<file path="src/rtl/brres_pkg.sv">
package brres_pkg;

  localparam int unsigned OPC_W     = 8;
  localparam int unsigned SEL_W     = 3;
  localparam logic [3:0]  BIT_NIBBLE = 4'hF;

  typedef enum logic [0:0] {
    KIND_PLAIN   = 1'b0,
    KIND_BITTEST = 1'b1
  } br_kind_e;

  typedef struct packed {
    br_kind_e          kind;
    logic [SEL_W-1:0]  bit_sel;
    logic              want_set;
  } br_decode_t;

  function automatic br_decode_t decode_opcode(input logic [OPC_W-1:0] opc);
    br_decode_t d;
    d.kind     = (opc[3:0] == BIT_NIBBLE) ? KIND_BITTEST : KIND_PLAIN;
    d.bit_sel  = opc[6:4];
    d.want_set = opc[7];
    return d;
  endfunction

endpackage

</file>
<file path="src/rtl/brres_bit_test.sv">
module brres_bit_test #(
  parameter int unsigned DATA_W = 8,
  localparam int unsigned SEL_W = $clog2(DATA_W)
) (
  input  logic [DATA_W-1:0] data_i,
  input  logic [SEL_W-1:0]  sel_i,
  input  logic              want_set_i,
  output logic              hit_o
);

  logic [DATA_W-1:0] match_w;

  // One comparator per bit position; the index picks one result.
  for (genvar g = 0; g < DATA_W; g++) begin : g_lane
    assign match_w[g] = (data_i[g] == want_set_i);
  end

  assign hit_o = match_w[sel_i];

endmodule

</file>
<file path="src/rtl/brres_target.sv">
module brres_target #(
  parameter int unsigned PC_W   = 16,
  parameter int unsigned DISP_W = 8,
  parameter int unsigned PAGE_W = 8,
  localparam int unsigned HI_W  = PC_W - PAGE_W
) (
  input  logic [PC_W-1:0]   pc_i,
  input  logic [DISP_W-1:0] disp_i,
  output logic [PC_W-1:0]   target_o,
  output logic              crossed_o
);

  function automatic logic [PC_W-1:0] sext(input logic [DISP_W-1:0] d);
    return {{(PC_W-DISP_W){d[DISP_W-1]}}, d};
  endfunction

  function automatic logic [HI_W-1:0] page_of(input logic [PC_W-1:0] a);
    return a[PC_W-1:PAGE_W];
  endfunction

  assign target_o  = pc_i + sext(disp_i);
  assign crossed_o = (page_of(target_o) != page_of(pc_i));

endmodule

</file>
<file path="src/rtl/brres_cycles.sv">
module brres_cycles
  import brres_pkg::*;
#(
  parameter int unsigned CYC_W      = 4,
  parameter int unsigned BIT_CYC    = 5,
  parameter int unsigned PLAIN_BASE = 2
) (
  input  br_kind_e         kind_i,
  input  logic             taken_i,
  input  logic             crossed_i,
  output logic [CYC_W-1:0] cycles_o
);

  function automatic logic [CYC_W-1:0] plain_cost(input logic tk, input logic cr);
    logic [CYC_W-1:0] extra;
    extra = tk ? (cr ? CYC_W'(2) : CYC_W'(1)) : '0;
    return CYC_W'(PLAIN_BASE) + extra;
  endfunction

  always_comb begin
    if (kind_i == KIND_BITTEST) cycles_o = CYC_W'(BIT_CYC);
    else                        cycles_o = plain_cost(taken_i, crossed_i);
  end

endmodule

</file>
<file path="src/rtl/branch_resolver.sv">
module branch_resolver
  import brres_pkg::*;
#(
  parameter int unsigned PC_W       = 16,
  parameter int unsigned DISP_W     = 8,
  parameter int unsigned DATA_W     = 8,
  parameter int unsigned PAGE_W     = 8,
  parameter int unsigned CYC_W      = 4,
  parameter int unsigned BIT_CYC    = 5,
  parameter int unsigned PLAIN_BASE = 2
) (
  input  logic              clk,
  input  logic              rst_n,
  input  logic              start_i,
  input  logic [7:0]        opcode_i,
  input  logic [PC_W-1:0]   pc_i,
  input  logic [DISP_W-1:0] disp_i,
  input  logic [DATA_W-1:0] mem_byte_i,
  input  logic              cond_i,
  output logic [PC_W-1:0]   next_pc_o,
  output logic              taken_o,
  output logic [CYC_W-1:0]  cycles_o,
  output logic              done_o
);

  localparam int unsigned SEL_W = $clog2(DATA_W);

  // Named internal events, visible to the bound checker.
  br_decode_t        dec_w;
  br_kind_e          kind_w;
  logic              bit_hit_w;
  logic              page_cross_w;
  logic              taken_w;
  logic [PC_W-1:0]   target_w;
  logic [PC_W-1:0]   npc_w;
  logic [CYC_W-1:0]  cyc_w;

  assign dec_w  = decode_opcode(opcode_i);
  assign kind_w = dec_w.kind;

  brres_bit_test #(.DATA_W(DATA_W)) u_bit (
    .data_i     (mem_byte_i),
    .sel_i      (SEL_W'(dec_w.bit_sel)),
    .want_set_i (dec_w.want_set),
    .hit_o      (bit_hit_w)
  );

  brres_target #(.PC_W(PC_W), .DISP_W(DISP_W), .PAGE_W(PAGE_W)) u_tgt (
    .pc_i      (pc_i),
    .disp_i    (disp_i),
    .target_o  (target_w),
    .crossed_o (page_cross_w)
  );

  assign taken_w = (kind_w == KIND_BITTEST) ? bit_hit_w : cond_i;
  assign npc_w   = taken_w ? target_w : pc_i;

  brres_cycles #(.CYC_W(CYC_W), .BIT_CYC(BIT_CYC), .PLAIN_BASE(PLAIN_BASE)) u_cyc (
    .kind_i    (kind_w),
    .taken_i   (taken_w),
    .crossed_i (page_cross_w),
    .cycles_o  (cyc_w)
  );

  always_ff @(posedge clk) begin
    if (!rst_n) begin
      next_pc_o <= '0;
      taken_o   <= 1'b0;
      cycles_o  <= '0;
      done_o    <= 1'b0;
    end else begin
      done_o <= start_i;
      if (start_i) begin
        next_pc_o <= npc_w;
        taken_o   <= taken_w;
        cycles_o  <= cyc_w;
      end
    end
  end

endmodule

</file>
<file path="config.mk">
export PLATFORM = sky130hd
export DESIGN_NAME = branch_resolver
export DESIGN_NICKNAME = d
export VERILOG_FILES = /design/src/rtl/brres_pkg.sv /design/src/rtl/brres_bit_test.sv /design/src/rtl/brres_target.sv /design/src/rtl/brres_cycles.sv /design/src/rtl/branch_resolver.sv
export SDC_FILE = /design/constraint.sdc
export NUM_CORES = 1
export LEC_CHECK = 0
export BUFFER_PORTS_ARGS = -buffer_cell sky130_fd_sc_hd__buf_2
export CAP_MARGIN = 20
export CORE_MARGIN = 4
export CORE_UTILIZATION = 40
export CTS_BUF_LIST = sky130_fd_sc_hd__clkbuf_8
export DETAILED_ROUTE_END_ITERATION = 10
export GPL_TIMING_DRIVEN = 0
export PLACE_DENSITY = 0.63
export SLEW_MARGIN = 10
export SYNTH_ARGS = -nofsm -noshare
export SYNTH_HDL_FRONTEND = slang
export SYNTH_SLANG_ARGS = --single-unit
</file>
<file path="constraint.sdc">
create_clock -name clk -period 4.8 [get_ports clk]
set_input_delay 0.96 -clock clk [delete_from_list [all_inputs] [get_ports clk]]
set_output_delay 0.96 -clock clk [all_outputs]
set_load 0.02 [all_outputs]
</file>
==> impl_metrics.json, run 1 <==
{
  "die-area_mm2": 0.006019,
  "gp_congestion": 0.8288,
  "io_buffers": 63,
  "reg2reg_depth": 4,
  "cts-buffers-inserted": 3,
  "grt_max_degree": 14,
  "setup_viol": 0,
  "drive_gt1_share_pct": 27.81,
  "final_nets": 363,
  "fin_crit_sh_pct": 74.56,
  "powerDensity_mw_per_mm2": 240.9,
  "syn-instance-count": 235,
  "max_freq_mhz": 279.4,
  "startpoint_type": "input port",
  "arrival_ns": 3.73,
  "synth-async-reset-ratio_pct": 0,
  "ys.flop_type": "dfxtp_1",
  "yosysSeqAreaShare_pct": 21.71,
  "post-cts-setup-buffer-count": 0,
  "n_antenna_cell": 0,
  "r2r-end": "cycles_o[1]$_SDFFE_PN0P_",
  "worstMarginPinSlew_ns": 0.9259,
  "grt_overflow": 0,
  "critical_path_required_ns": 4.95,
  "min_path_cells": 2,
  "num_vias": 1924,
  "ys_warn_count": 0,
  "first_global_vias": 1799,
  "hpwl_um": 4140,
  "antenna_found_initial": 0,
  "drt_first_pass_iters": 5,
  "drtIter0Drc": 80,
  "timing.rr.start": "cycles_o[1]$_SDFFE_PN0P_",
  "hold_class": "reg -> reg",
  "yosysMostFrequentCell": "nor2_1",
  "worstSkewPairLatency_ns": 0.26,
  "maxCapViolCount": 0,
  "utilization_pct": 50.40,
  "syn_area_per_cell_um2": 8.242,
  "ys_top_cells_by_count": "30 x nor2_1, 27 x a21oi_1, 21 x dfxtp_1, 18 x nand2_1, 15 x ha_1",
  "syn_nets": 295,
  "grt_pass1_wl_um": 8355,
  "path_class": "in -> reg",
  "fin_worst_skew_ns": 0,
  "syn-cell-area_mm2": 0.001937,
  "coreArea_mm2": 0.004692,
  "cts_resized": 0,
  "cts.htree.levels": 1,
  "yosysTopAreaCell": "dfxtp_1",
  "finalHoldViolCount": 0,
  "cts_tree": "done",
  "fin_crit_ns": 3.579,
  "drc": 0,
  "crit_fanout": 4,
  "grt_usage_pct": 16.84,
  "r2r_setup_slack_ns": 4.01,
  "outcome": "completed",
  "ant_nets": 0,
  "io_pins": 66,
  "whs_endpoint": "next_pc_o[0]$_SDFFE_PN0P_",
  "synth.top_cell.area_share_pct": 21.71,
  "irDropWorstVdd_mv": 0.09808,
  "die_y_um": 77.59,
  "ys_seq_elements": 21,
  "slew_viol_final": 0,
  "rsz0062_at_grt": "no",
  "finalSetupTns_ns": 0,
  "row_count": 25,
  "p_leak_nw": 1.130,
  "cts.sinks": 21,
  "relSlewSlack_pct": 36.51,
  "clkTransAtPathRegs_ns": 0.07,
  "synth_cell_types": 54,
  "via_per_inst": 5.404,
  "synthToLayoutAreaGrowth_pct": 22.09,
  "setup_ws_ns": 1.221,
  "avgRoutedWirePerCell_um": 14.32,
  "synth_edf_count": 0,
  "synth.area.top_cells": "dfxtp_1 22%, ha_1 9.7%, a21oi_1 7.0%",
  "clk_path_buf_depth": 2,
  "hold_path.startpoint": "next_pc_o[0]$_SDFFE_PN0P_",
  "finalWirelength_um": 5099,
  "worst_setup_path_end_kind": "flop",
  "initial_utilization_pct": 41.28,
  "dpl_worst_slack_ns": 0.9626,
  "cts-root-buf": "clkbuf_8",
  "holdWs_ns": 0.4813,
  "ctsHoldBuffers": 0,
  "die_x_um": 77.59
}
## registers in the layout, indices dropped and copies added, names as in the netlist
name / cells
taken_o: 1
cycles_o: 3
done_o: 1
next_pc_o: 16
## worst max-delay path by stage
stage	from	endpoint	slack [ns]	cells after the start
6_report	pc_i[0]	cycles_o[2]$_SDFFE_PN0P_	1.22	11
3_5_place_dp	pc_i[0]	cycles_o[2]$_SDFFE_PN0P_	0.96	11
4_1_cts	pc_i[0]	cycles_o[2]$_SDFFE_PN0P_	1.23	11
2_1_floorplan	pc_i[0]	cycles_o[2]$_SDFFE_PN0P_	1.34	10
5_1_grt	disp_i[7]	cycles_o[2]$_SDFFE_PN0P_	1.03	9
3_3_place_gp	pc_i[0]	cycles_o[2]$_SDFFE_PN0P_	0.96	11
## cell families after synthesis
family	count (synthesis)	share of synthesized area, %
AOI/OAI and AO/OA	75	27.20
xor gates and xnor gates	20	9.754
adders and majority gates	16	10.72
buffers and inverters	14	3.424
DFF	21	21.71
muxes	12	7.494
other	1	0.1936
and+or+nand+nor	76	19.51
## report_power, final
group	internal (mW)	switching (mW)	leakage [nW]
sequential	0.189	0.00662	0.174
combinational	0.112	0.151	0.929
clock	0.0569	0.0549	0.0269
## per-layer routing
| metal | track usage, % | part of all wire, % | vias up |
|---|---|---|---|
| met1 | 23.44 | 47 | 857 |
| li1 | - | - | 1003 |
| met2 | 27.14 | 46 | 56 |
| met4 | 4.448 | 0.92 | 0 |
| met3 | 2.320 | 5.4 | 8 |
| met5 | 0 | 0 | - |
## area by class of cell
class	instances	area (um2)
Buffer	10	51.30
Clock buffer	3	41.29
Clock inverter	1	3.754
Fill cell	492	2327
Inverter	4	15.01
Multi-Input combinational cell	200	1450
Sequential cell	21	420.4
Tap cell	54	67.56
Timing Repair Buffer	63	315.3
## placed cells by master (no fill, tap or decap), drive strengths merged, types with 2 or more instances in the layout
master and n:
o21a 2, a31oi 2, nand4 3, and4 3
dfxtp 21, clkbuf 9, nand3 3, a21o 5
and2 2, xor2 11, nand2 18, a21oi 28
nand3b 2, nor4 2, and3 3, mux4 2
or2 2, nor2 31, o2111ai 2, inv 5
ha 15, nor2b 2, or4 2, buf 67
xnor2 8, mux2i 10, a211oi 11, o21ai 11
o31ai 3
## worst max-delay path, stage by stage
cell and delay (ns):
buf_2 0.11, ha_1 0.22, fa_1 0.41, a21o_1 0.21, a221oi_4 0.32, nor2_2 0.08
o41ai_4 0.37, xnor3_1 0.29, nor4b_2 0.42, a21boi_1 0.11, o221a_1 0.23
## stage by stage
stage	instances	area, um2	power (mW)
global placement	352	2320	0.4576
global route	356	2365	0.6129
floorplan	235	1937	0.3871
finish	356	2365	0.5697
CTS	356	2365	0.5720
detailed placement	352	2320	0.4607
Power figures use the tool's default switching activity.
==> run 2, diff against run 1 <==
--- a/config.mk
+++ b/config.mk
@@ -12,7 +12,7 @@
 export CTS_BUF_LIST = sky130_fd_sc_hd__clkbuf_8
 export DETAILED_ROUTE_END_ITERATION = 10
 export GPL_TIMING_DRIVEN = 0
-export PLACE_DENSITY = 0.63
+export PLACE_DENSITY = 0.66
 export SLEW_MARGIN = 10
 export SYNTH_ARGS = -nofsm -noshare
 export SYNTH_HDL_FRONTEND = slang
==> constraint.sdc (replaced) <==
create_clock -name clk -period 3.2 [get_ports clk]
set_input_delay 0.64 -clock clk [delete_from_list [all_inputs] [get_ports clk]]
set_output_delay 0.64 -clock clk [all_outputs]
set_load 0.02 [all_outputs]
==> impl_metrics.json, run 2 (synthesized netlist as in run 1, its figures left out) <==
{
  "outcome": "completed",
  "hold_class": "reg -> reg",
  "fin_worst_skew_ns": 0,
  "ant_nets": 0,
  "setup_viol": 0,
  "drt_first_pass_iters": 4,
  "p_sw_mw": 0.3241,
  "hpwl_um": 4090,
  "cts.htree.levels": 1,
  "finalHoldViolCount": 0,
  "worstSkewPairLatency_ns": 0.25,
  "cts_tree": "done",
  "grt_pass1_wl_um": 8148,
  "finalWirelength_um": 4989,
  "grt_overflow": 0,
  "p_comb_share_pct": 46.8,
  "fin_crit_ns": 3.131,
  "via_per_inst": 5.422,
  "clockPowerShare_pct": 19.5,
  "finalSetupTns_ns": 0,
  "worstMarginPinSlew_ns": 0.9179,
  "final_cell_mix": "63 x buf_2, 30 x nor2_1, 27 x a21oi_1, 21 x dfxtp_1, 18 x nand2_1",
  "place_area_mm2": 0.002320,
  "drive_gt1_share_pct": 29.61,
  "die-area_mm2": 0.006019,
  "worst_setup_path_end_kind": "flop",
  "relSlewSlack_pct": 37.06,
  "maxCapViolCount": 0,
  "initial_utilization_pct": 41.28,
  "critical_path_required_ns": 3.35,
  "max_freq_mhz": 319.4,
  "path_class": "in -> reg",
  "regArea_um2": 420.4,
  "num_vias": 1941,
  "synthToLayoutAreaGrowth_pct": 25.13,
  "seq_power_share_pct": 33.7,
  "crit_fanout": 4,
  "startpoint_type": "input port",
  "utilization_pct": 51.65,
  "rsz0062_at_grt": "yes",
  "slew_viol_final": 0,
  "drc": 0,
  "io_pins": 66,
  "grt_usage_pct": 16.21,
  "final_nets": 365,
  "p_leak_nw": 1.148,
  "final_common_cell": "buf_2",
  "reg_top3": "next_pc_o x16, cycles_o x3",
  "multi_input_area_mm2": 0.001480,
  "drtIter0Drc": 84,
  "power_mw": 0.8705,
  "fill_cells": 481,
  "gp_congestion": 0.8844,
  "cts.sinks": 21,
  "avgRoutedWirePerCell_um": 13.94,
  "cts-root-buf": "clkbuf_8",
  "n_antenna_cell": 0,
  "holdWs_ns": 0.4812,
  "io_buffers": 63,
  "fin_crit_sh_pct": 97.84,
  "coreArea_mm2": 0.004692,
  "grt_max_degree": 14,
  "internal_power_mw": 0.5464,
  "largest_reg_flops": 16,
  "antenna_found_initial": 0,
  "row_count": 25,
  "arrival_ns": 3.28,
  "die_x_um": 77.59,
  "die_y_um": 77.59,
  "largest_register": "next_pc_o",
  "first_global_vias": 1774,
  "final_area_mm2": 0.002424,
  "powerDensity_mw_per_mm2": 359.2,
  "cts-buffers-inserted": 3,
  "irDropWorstVdd_mv": 0.1241,
  "netSwitchingFraction_pct": 37.24,
  "clk_path_buf_depth": 2,
  "clkTransAtPathRegs_ns": 0.07
}
-- run 2: changes by cell type in the layout (fill, tap and decap cells not counted), sizes merged --
cell / change
inv: -1
clkinv: +1
buf: +2
-- run 2: power by group through the flow --
stage | Combinational [mW] | Clock, mW | Sequential (mW)
after floorplan | 0.255 | 0 | 0.326
after global placement | 0.387 | 0 | 0.299
after detailed placement | 0.393 | 0 | 0.299
after CTS | 0.399 | 0.173 | 0.293
after global routing | 0.454 | 0.186 | 0.296
final | 0.408 | 0.170 | 0.293
-- run 2: worst paths after layout --
kind	cells after the start	startpoint	endpoint	slack [ns]
max reg2reg	4	cycles_o[1]$_SDFFE_PN0P_	cycles_o[1]$_SDFFE_PN0P_	2.41
max	11	pc_i[0]	cycles_o[2]$_SDFFE_PN0P_	0.07
min	2	next_pc_o[5]$_SDFFE_PN0P_	next_pc_o[5]$_SDFFE_PN0P_	0.48
min reg2reg	2	next_pc_o[5]$_SDFFE_PN0P_	next_pc_o[5]$_SDFFE_PN0P_	0.48
-- run 2: repair_timing --
item                                    in CTS  in global routing
hold buffers                                 0                  0
resized for setup                            1                  6
endpoints found under the setup margin       2                  3
pin swaps                                    2                  9
buffers inserted                             0                  2
-- run 2: final cells by class --
| type | count | share of cell area, % |
|---|---|---|
| Timing Repair Buffer | 65 | 14.15 |
| Buffer | 10 | 2.117 |
| Tap cell | 54 | 2.788 |
| Sequential cell | 21 | 17.35 |
| Clock buffer | 3 | 1.704 |
| Multi-Input combinational cell | 200 | 61.07 |
| Clock inverter | 1 | 0.2065 |
| Inverter | 4 | 0.6195 |
-- run 2: critical path: stages --
cell,delay [ns]
buf_6,0.10
ha_4,0.15
fa_2,0.37
a21o_1,0.23
a221oi_4,0.32
nor2_2,0.10
o41ai_4,0.39
xnor3_1,0.31
nor4b_4,0.33
a21boi_1,0.11
o221a_1,0.23
-- run 2: routing by layer --
| metal | up-vias | part of all wire (%) | global-route usage, % |
|---|---|---|---|
| li1 | 1009 | - | - |
| met1 | 885 | 47 | 22.25 |
| met4 | 0 | 1.1 | 4.093 |
| met5 | - | 0 | 0 |
| met2 | 41 | 47 | 26.46 |
| met3 | 6 | 4.4 | 2.436 |
-- run 2: per-stage QoR --
stage | cells | setup WS [ns]
after detailed placement | 352 | -0.3142
after floorplan | 235 | 0.06458
final | 358 | 0.06923
after global routing | 358 | -0.06862
after global placement | 352 | -0.3084
after CTS | 356 | 0.02944
